==> src/rtl/slp_pkg.sv <==
package slp_pkg;
  localparam int CODE_W = 12;
  typedef enum logic {ST_RUN = 1'b0, ST_SLEEP = 1'b1} slp_state_e;
endpackage

==> src/rtl/slp_int_arb.sv <==
module slp_int_arb
  import slp_pkg::*;
#(
  parameter logic [CODE_W-1:0] NMI_CODE = 12'h1C0,
  parameter logic [CODE_W-1:0] IRL_BASE = 12'h200,
  parameter int                IRL_W    = 4
) (
  input  logic              nmi_i,
  input  logic              irq_req_i,
  input  logic [CODE_W-1:0] irq_code_i,
  input  logic [IRL_W-1:0]  irl_i,
  input  logic              per_req_i,
  input  logic [CODE_W-1:0] per_code_i,
  output logic              any_o,
  output logic [CODE_W-1:0] code_o
);
  localparam int PAD_W = CODE_W - IRL_W - 5;
  logic irl_req;
  logic [CODE_W-1:0] irl_code;

  assign irl_req  = |irl_i;
  assign irl_code = IRL_BASE + {{PAD_W{1'b0}}, irl_i, 5'b0};
  assign any_o    = nmi_i | irq_req_i | irl_req | per_req_i;

  // fixed priority: nmi > irq > irl > peripheral
  always_comb begin
    if (nmi_i)          code_o = NMI_CODE;
    else if (irq_req_i) code_o = irq_code_i;
    else if (irl_req)   code_o = irl_code;
    else                code_o = per_code_i;
  end
endmodule

==> src/rtl/slp_fsm.sv <==
module slp_fsm
  import slp_pkg::*;
(
  input  logic              clk_i,
  input  logic              rst_ni,
  input  logic              man_rst_i,
  input  logic              sleep_i,
  input  logic              stby_sel_i,
  input  logic              bl_i,
  input  logic              any_req_i,
  input  logic [CODE_W-1:0] req_code_i,
  output slp_state_e        state_o,
  output logic              accept_o,
  output logic [CODE_W-1:0] evt_o,
  output logic [CODE_W-1:0] evt2_o
);
  slp_state_e state_q;
  logic take;

  // sleep ignores the block flag
  assign take = any_req_i & ((state_q == ST_SLEEP) | ~bl_i);

  always_ff @(posedge clk_i or negedge rst_ni) begin
    if (!rst_ni) begin
      state_q  <= ST_RUN;
      accept_o <= 1'b0;
      evt_o    <= '0;
      evt2_o   <= '0;
    end else if (man_rst_i) begin
      state_q  <= ST_RUN;
      accept_o <= 1'b0;
    end else if (take) begin
      state_q  <= ST_RUN;
      accept_o <= 1'b1;
      evt_o    <= req_code_i;
      evt2_o   <= req_code_i;
    end else begin
      accept_o <= 1'b0;
      if (state_q == ST_RUN && sleep_i && !stby_sel_i) state_q <= ST_SLEEP;
    end
  end

  assign state_o = state_q;
endmodule

==> src/rtl/slp_mstp.sv <==
module slp_mstp #(
  parameter int REG_W   = 32,
  parameter int NUM_SP  = 2,
  parameter int SP_BASE = 30
) (
  input  logic             clk_i,
  input  logic             rst_ni,
  input  logic             man_rst_i,
  input  logic             we_i,
  input  logic [REG_W-1:0] wdata_i,
  output logic [REG_W-1:0] rdata_o,
  output logic [NUM_SP-1:0] sp_clk_o
);
  logic [REG_W-1:0] mstp_q;

  always_ff @(posedge clk_i or negedge rst_ni) begin
    if (!rst_ni)        mstp_q <= '0;
    else if (man_rst_i) mstp_q <= '0;
    else if (we_i)      mstp_q <= wdata_i;
  end

  assign rdata_o = mstp_q;

  for (genvar k = 0; k < NUM_SP; k++) begin : g_gate
    logic en_q;
    // enable moves only while clk_i is low
    always_ff @(negedge clk_i or negedge rst_ni) begin
      if (!rst_ni) en_q <= 1'b1;
      else         en_q <= ~mstp_q[SP_BASE+k];
    end
    assign sp_clk_o[k] = clk_i & en_q;
  end
endmodule

==> src/rtl/slp_ctrl_top.sv <==
module slp_ctrl_top
  import slp_pkg::*;
#(
  parameter logic [11:0] NMI_CODE = 12'h1C0,
  parameter logic [11:0] IRL_BASE = 12'h200,
  parameter int          IRL_W    = 4,
  parameter int          REG_W    = 32,
  parameter int          NUM_SP   = 2,
  parameter int          SP_BASE  = 30
) (
  input  logic              clk_i,
  input  logic              rst_ni,
  input  logic              man_rst_i,
  input  logic              sleep_i,
  input  logic              stby_sel_i,
  input  logic              bl_i,
  input  logic              nmi_i,
  input  logic              irq_req_i,
  input  logic [11:0]       irq_code_i,
  input  logic [IRL_W-1:0]  irl_i,
  input  logic              per_req_i,
  input  logic [11:0]       per_code_i,
  input  logic              mstp_we_i,
  input  logic [REG_W-1:0]  mstp_wdata_i,
  output logic              cpu_halt_o,
  output logic [1:0]        status_o,
  output logic              clk_out_en_o,
  output logic              int_accept_o,
  output logic [11:0]       evt_code_o,
  output logic [11:0]       evt_code2_o,
  output logic [REG_W-1:0]  mstp_rdata_o,
  output logic [NUM_SP-1:0] sp_clk_o
);
  logic any_req;
  logic [CODE_W-1:0] req_code;
  slp_state_e state;

  slp_int_arb #(.NMI_CODE(NMI_CODE), .IRL_BASE(IRL_BASE), .IRL_W(IRL_W)) u_arb (
    .nmi_i(nmi_i), .irq_req_i(irq_req_i), .irq_code_i(irq_code_i),
    .irl_i(irl_i), .per_req_i(per_req_i), .per_code_i(per_code_i),
    .any_o(any_req), .code_o(req_code)
  );

  slp_fsm u_fsm (
    .clk_i(clk_i), .rst_ni(rst_ni), .man_rst_i(man_rst_i),
    .sleep_i(sleep_i), .stby_sel_i(stby_sel_i), .bl_i(bl_i),
    .any_req_i(any_req), .req_code_i(req_code),
    .state_o(state), .accept_o(int_accept_o),
    .evt_o(evt_code_o), .evt2_o(evt_code2_o)
  );

  slp_mstp #(.REG_W(REG_W), .NUM_SP(NUM_SP), .SP_BASE(SP_BASE)) u_mstp (
    .clk_i(clk_i), .rst_ni(rst_ni), .man_rst_i(man_rst_i),
    .we_i(mstp_we_i), .wdata_i(mstp_wdata_i), .rdata_o(mstp_rdata_o),
    .sp_clk_o(sp_clk_o)
  );

  assign cpu_halt_o   = (state == ST_SLEEP);
  assign status_o     = (state == ST_SLEEP) ? 2'b10 : 2'b00;
  assign clk_out_en_o = (state == ST_SLEEP) || (state == ST_RUN);
endmodule

==> config.mk <==
export PLATFORM = sky130hd
export DESIGN_NAME = slp_ctrl_top
export DESIGN_NICKNAME = d
export VERILOG_FILES = /design/src/rtl/slp_pkg.sv /design/src/rtl/slp_int_arb.sv /design/src/rtl/slp_fsm.sv /design/src/rtl/slp_mstp.sv /design/src/rtl/slp_ctrl_top.sv
export SDC_FILE = /design/constraint.sdc
export NUM_CORES = 1
export LEC_CHECK = 0
export CAP_MARGIN = 20
export CORE_ASPECT_RATIO = 1.25
export CORE_MARGIN = 4
export CORE_UTILIZATION = 40
export CTS_CLUSTER_DIAMETER = 30
export CTS_CLUSTER_SIZE = 16
export DETAILED_ROUTE_END_ITERATION = 8
export HOLD_SLACK_MARGIN = 0.03
export PLACE_DENSITY = 0.9
export SLEW_MARGIN = 5
export SYNTH_ARGS = -nofsm -noshare
export SYNTH_HDL_FRONTEND = slang
export SYNTH_SLANG_ARGS = --single-unit
export TNS_END_PERCENT = 1
==> constraint.sdc <==
create_clock -name clk_i -period 3.53 [get_ports clk_i]
set_clock_uncertainty 0.2 [all_clocks]
set_input_delay 0.353 -clock clk_i [delete_from_list [all_inputs] [get_ports clk_i]]
set_output_delay 0.353 -clock clk_i [all_outputs]
set_load 0.02 [all_outputs]
==> results of run 1 <==
-- power groups by stage --
stage | Combinational [W] | Clock (W) | Sequential, W
finish | 0.000368 | 0.000721 | 0.000615
global route | 0.000392 | 0.000781 | 0.000620
CTS | 0.000373 | 0.000740 | 0.000616
detailed placement | 0.000370 | 0.0000849 | 0.000626
global placement | 0.000363 | 0.0000849 | 0.000623
floorplan | 0.000133 | 0.0000472 | 0.000667
-- worst min-delay path by stage --
stage | startpoint | cells past startpoint | slack, ns | end
floorplan | rst_ni | 0 | -0.14 | u_fsm.accept_o
global placement | rst_ni | 1 | 0.08 | u_mstp.rdata_o[31]
detailed placement | rst_ni | 1 | 0.09 | u_mstp.rdata_o[31]
CTS | rst_ni | 2 | 0.21 | u_mstp.rdata_o[31]
global route | rst_ni | 2 | 0.25 | u_mstp.rdata_o[30]
finish | rst_ni | 2 | 0.22 | u_mstp.rdata_o[30]
-- logic make-up after synthesis --
logic type             after synthesis  share of synthesized area
other                                2                    0.00331
flip-flops                          48                      0.530
multiplexers                        36                      0.163
buffers and inverters               34                     0.0849
AO/OA/AOI/OAI                       23                     0.0877
AND/OR/NAND/NOR                     61                      0.131
-- state kept, by name, summed over array words and instances, names as in the netlist --
signal and cells:
u_fsm.state_o 1, u_mstp.g_gate.en_q 2, u_mstp.rdata_o 32, u_fsm.evt_o 12, u_fsm.accept_o 1
-- through the flow --
step                      cell area (sq um)  total power [W]  worst slack [ns]  setup TNS [ns]  hold slack [ns]
after floorplan                        2270         0.000847             0.502               0           -0.143
after global placement                 3500          0.00107            0.0320               0           0.0791
after detailed placement               3500          0.00108            0.0275               0           0.0888
after CTS                              3710          0.00173           -0.0270         -0.0421            0.213
after global routing                   3710          0.00179           -0.0602          -0.115            0.245
final                                  3710          0.00170           -0.0112         -0.0197            0.218
-- final cells by class --
cell class | count | share of cell area
repair buffers | 132 | 0.351
clock buffers | 12 | 0.0404
clock inverters | 5 | 0.0205
well taps | 64 | 0.0216
flip-flops and latches | 48 | 0.324
multi-input cells | 122 | 0.236
inverters | 6 | 0.00606
-- cell usage in the layout (no fill, tap or decap), types with 2 or more instances in the layout --
master           Yosys  final
a22o_1               7      7
and2_4               0      2
buf_2                1      2
buf_4               15      3
buf_6                1      2
bufinv_16            0      2
clkbuf_8             0      9
clkdlybuf4s50_1      0    126
conb_1               2      2
dfrtp_1             46     46
dfstp_2              2      2
inv_1                7      8
mux2_2               3      3
mux2i_1             32     32
nand2_1              7      7
nand2b_1            11     11
nor2_1              32     32
nor4b_1              4      4
o21ai_0              7      7
o32a_1               3      3
or2_2                2      2
-- per-layer routing --
| layer | wire [um] | GRT usage |
|---|---|---|
| met1 | 2330 | 0.202 |
| met2 | 3310 | 0.324 |
| met3 | 646 | 0.0800 |
| met4 | 147 | 0.0773 |
| met5 | 0 | 0 |
-- timing repair --
item | CTS | global route
pin swaps | 1 | 0
hold endpoints to repair | 13 | 0
resized for setup | 14 | 0
hold buffers | 1 | 0
setup endpoints to repair | 4 | 4
==> results.md, run 1 <==
* Worst Reg2Reg Path Length in Cells at 1
* Number of failing hold endpoints at the final stage at 0
* Gate count of the mapped netlist at 204
* Clock-pin transition on the worst setup and hold timing paths at 0.09 ns
* Violations in the final reports: negative setup slack
* Row Count at 30
* Net switching power at approximately 0.00046 W
* CP max stage cell: dfstp_2
* Most frequent cell after synthesis: dfrtp_1
* Synthesis-to-layout area growth at 63.7%
* Type of the worst min-delay path: in -> async
* Horizontal extent of the die at 75.4 um
* Mapped Area at 2270 sq um
* Syn nets at 274
* Multi-input logic area at ~880 sq um
* Share of power burned in registers at 0.361
* Distinct cell type count of the synthesized netlist at 30
* Reg2reg setup slack at 1.12 ns
* Crit Reg-Reg Endpoint: u_mstp.g_gate[1].en_q
* Net Sw Frac at 0.271
* Final cell count without fillers at ~390
* Most used standard cells in the synthesized netlist: 46 x dfrtp_1, 32 x mux2i_1, 32 x nor2_1
* Initial DRC Count at 90
* Share of synthesized flip-flops with an asynchronous set or reset at 1.00
* Critical-path cell list: and2_4 -> buf_6
* Placed Cells incl. Taps at 374
* Vias per Instance at 5.05
* Mean routed wirelength per cell at about 17 um
* Fraction of post-synthesis cell area in the top cell type by area at 0.507
* Via count at just under 2k
* Initial antenna violation count at 0
* Total congestion overflow at 0
* Number of nets in the final layout at 393
* Antenna viol nets, final at 0
* Synthesized area per cell at 11.1 sq um
* Count of pins on the block boundary at 133
* Global-route wire length before repair at ~10000 um
* Start of the worst register-to-register path: u_mstp.rdata_o[31]
* Largest driver fanout on the critical path at 1
* Worst path bufs/invs at 1
* Outcome: complete, but fails checks
* Clock power frac at 0.423
* Effective utilization at floorplan at 0.414
* Crit. path cell count at 2
* Power density over the cells at 459 nW/um^2
* Count of max-cap constraint violations at 0
* Critical setup path kind: reg -> out
* Vertical extent of the die at 92.2 um
* Standby leakage power at 1.67 nW
* Final Util at 0.678
* Number of synthesis warnings at 0
* DP HPWL at 5010 um
* Pin count of the biggest net entering global routing at 34
* Maximum vdd ir drop at 0.231 mV
* Fraction of layout instances using a drive strength above 1 at 0.0985
* Critical Path AT at between 2 and 3 ns
* Maximum single-stage delay on the critical path at 0.51 ns
* CP Capture Type: output pin
* Latest clock arrival within the worst-skew pair at roughly 0.40 ns
* Core area at between 5000 and 6000 sq um
* Count of buffers inserted at the top-level ports at 130
* Die area at slightly below 7000 sq um
* Final setup margin at -0.0112 ns
* Global-route total usage across every layer at 0.191
* FF+latch count, synth at 48
* CP top delay family: flip-flops
* Sequential area share after synthesis at 0.530
* CP Capture Point: sp_clk_o[0]
* Number of enable-type register cells in the synthesized netlist at 0
* Worst setup path startpoint: u_mstp.g_gate[0].en_q
* Prevailing post-synth register cell: dfrtp_1
* Power share of the combinational group at 0.216
* DRC viols at 0
* Total setup buffers inserted after CTS at 0
* Synth area leader: dfrtp_1
* Detailed-router iteration count before antenna repair at 4
* Required time of the critical path at 2.98 ns
* Diodes inserted at 0
* Clock tree from TritonCTS: yes
* Internal Power at 0.00124 W
* Gpl congestion at between 0.7 and 0.8
* Synth area leaders: dfrtp_1 51%, mux2i_1 14%, nor2_1 5.3%
* RSZ-0062 raised after global routing: yes
* Flip-flop and latch area at around 1200 sq um
* Total count of max-transition violations in the final report at 0
* Fill cell count at 431
* Remaining max-slew budget at the tightest pin at 0.368
* Number of global-route vias before repair at 2153
* Transition time at the pin with the least slew margin at 0.948 ns
* Wire length reported by the detailed router at 6440 um
* Final Setup Violations at 4
* Element type at the critical path start: flop
Power figures use the tool's default switching activity.
==> inputs of run 2 (changes only) <==
--- a/config.mk
+++ b/config.mk
@@ -5,7 +5,6 @@
 export SDC_FILE = /design/constraint.sdc
 export NUM_CORES = 1
 export LEC_CHECK = 0
-export CAP_MARGIN = 20
 export CORE_ASPECT_RATIO = 1.25
 export CORE_MARGIN = 4
 export CORE_UTILIZATION = 40
==> results of run 2 <==
No change in the layout: final DEF, timing and power equal those of run 1.
==> inputs of run 3 (changes only) <==
--- a/config.mk
+++ b/config.mk
@@ -5,7 +5,6 @@
 export SDC_FILE = /design/constraint.sdc
 export NUM_CORES = 1
 export LEC_CHECK = 0
-export CORE_ASPECT_RATIO = 1.25
 export CORE_MARGIN = 4
 export CORE_UTILIZATION = 40
 export CTS_CLUSTER_DIAMETER = 30
==> results.md, run 3 (same netlist as run 1, synthesis figures left out) <==
* Number of global-route vias before repair at 2044 (-5.1%)
* Number of failing hold endpoints at the final stage at 0 (unchanged)
* Standby leakage power at 1.66 nW (-0.57%)
* Largest driver fanout on the critical path at 1 (unchanged)
* Gpl congestion at 0.751 (+6.4%)
* Critical Path AT at 2.98 ns (about the same)
* DRC viols at 0 (unchanged)
* Total count of max-transition violations in the final report at 0 (unchanged)
* Die area at 6940 sq um (-0.12%)
* Required time of the critical path at 2.98 ns (about the same)
* Most common cell after layout, fill and taps aside: clkdlybuf4s50_1
* Final Setup Violations at 2 (-2)
* Synthesis-to-layout area growth at 63.2%
* Horizontal extent of the die at 83.3 um (+11%)
* Count of pins on the block boundary at 133 (unchanged)
* Violations in the final reports: negative setup slack
* Final setup margin at -0.00675 ns (+0.00440 ns)
* Global-route total usage across every layer at 0.177 (-0.0136)
* Vias per Instance at 4.84 (-4.3%)
* Top library cells by usage in the layout, fill and taps aside: 126 x clkdlybuf4s50_1, 46 x dfrtp_1, 32 x mux2i_1, 32 x nor2_1, 11 x nand2b_1
* Mean routed wirelength per cell at 15.4 um (-7.2%)
* CP Capture Type: output pin
* Type of the worst min-delay path: in -> async
* RSZ-0062 raised after global routing: yes
* Pin count of the biggest net entering global routing at 40 (+18%)
* Critical setup path kind: reg -> out
* Number of nets in the final layout at 393 (unchanged)
* Element type at the critical path start: flop
* Setup TNS at -0.00675 ns (+0.0130 ns)
* Initial DRC Count at 42 (-53%)
* Latest clock arrival within the worst-skew pair at 0.39 ns (about the same)
* Maximum vdd ir drop at 0.262 mV (+14%)
* Effective utilization at floorplan at 0.412 (-0.00198)
* Initial antenna violation count at 0 (unchanged)
* Row Count at 27 (-10%)
* Outcome: complete, but fails checks
* Total congestion overflow at 0 (unchanged)
* Remaining max-slew budget at the tightest pin at 0.380 (+0.0115)
* Global-route wire length before repair at 9770 um (-2.1%)
* Count of max-cap constraint violations at 0 (unchanged)
* DP HPWL at 4640 um (-7.3%)
* Clock-pin transition on the worst setup and hold timing paths at 0.08 ns (about the same)
* Antenna viol nets, final at 0 (unchanged)
* Wire length reported by the detailed router at 6100 um (-5.3%)
* Via count at 1920 (-2.3%)
* Detailed-router iteration count before antenna repair at 4 (unchanged)
* Largest register FFs at 32 (unchanged)
* Design Power at 0.00163 W (-4.3%)
* Vertical extent of the die at 83.3 um (-9.6%)
* Transition time at the pin with the least slew margin at 0.930 ns (-0.0172 ns)
* Diodes inserted at 0 (unchanged)
* Clock tree from TritonCTS: yes
* Fraction of layout instances using a drive strength above 1 at 0.0954 (-0.00308)
* Count of buffers inserted at the top-level ports at 130 (unchanged)
* Power density over the cells at 440 nW/um^2 (-4.0%)
* Core area at 5510 sq um (+0.48%)
==> run 3: changes by cell type in the layout (fill, tap and decap cells not counted), sizes merged <==
| cell | delta |
|---|---|
| clkbuf | +1 |
| bufinv | -1 |
==> run 3: path summary, 6_finish.rpt <==
check	endpoint	slack, ns	cells past startpoint	startpoint
max	sp_clk_o[1]	-0.007	2	u_mstp.g_gate[1].en_q
min	u_mstp.rdata_o[30]	0.20	2	rst_ni
min reg2reg	u_mstp.rdata_o[10]	0.32	2	u_mstp.rdata_o[10]
max in group asynchronous	u_mstp.g_gate[0].en_q	0.97	2	rst_ni
min in group clk_i	u_mstp.rdata_o[10]	0.32	2	u_mstp.rdata_o[10]
max reg2reg	u_mstp.g_gate[0].en_q	1.11	1	u_mstp.rdata_o[30]
==> run 3: through the flow <==
step	cell area (sq um)	setup slack (ns)	util	hold WS (ns)	instances
after floorplan	2270	0.502	-	-0.143	204
after global placement	3510	0.0323	0.637	0.0218	382
after detailed placement	3510	0.0255	0.637	0.0272	382
after CTS	3700	-0.0145	0.673	0.181	397
after global routing	3700	-0.0535	0.673	0.223	397
final	3700	-0.00675	0.673	0.196	397
==> run 3: critical path, cell delays in order, from the launching register on <==
cell and delay [ns]:
dfstp_2 0.52, and2_4 0.13, buf_6 0.11
==> run 3: layout make-up <==
cell class | count | area, sq um
timing repair buffer | 132 | 1300
sequential | 48 | 1200
clock buffer | 13 | 164
clock inverter | 4 | 41.3
inverter | 6 | 22.5
fill | 454 | 1800
multi-input combinational | 122 | 878
tap | 72 | 90.1
==> run 3: what timing repair did <==
action | in CTS | in global routing
endpoints found under the hold margin | 7 | 0
pin swaps | 1 | 0
gates resized for setup | 14 | 0
setup endpoints to repair | 4 | 4
buffers inserted | 0 | 0
hold buffers | 1 | 0
==> run 3: metal layers <==
metal / wire length, um / part of all wire / track usage
met2: 3140 / 0.52 / 0.306
met5: 0 / 0 / 0
met1: 2380 / 0.39 / 0.197
met3: 463 / 0.076 / 0.0635
met4: 110 / 0.018 / 0.0743
==> run 3: where the power goes <==
group          internal (W)  leakage [nW]  switching, W
logic              0.000202         0.914      0.000164
clock network      0.000396         0.121      0.000253
registers          0.000589         0.623     0.0000261
total               0.00119          1.66      0.000444
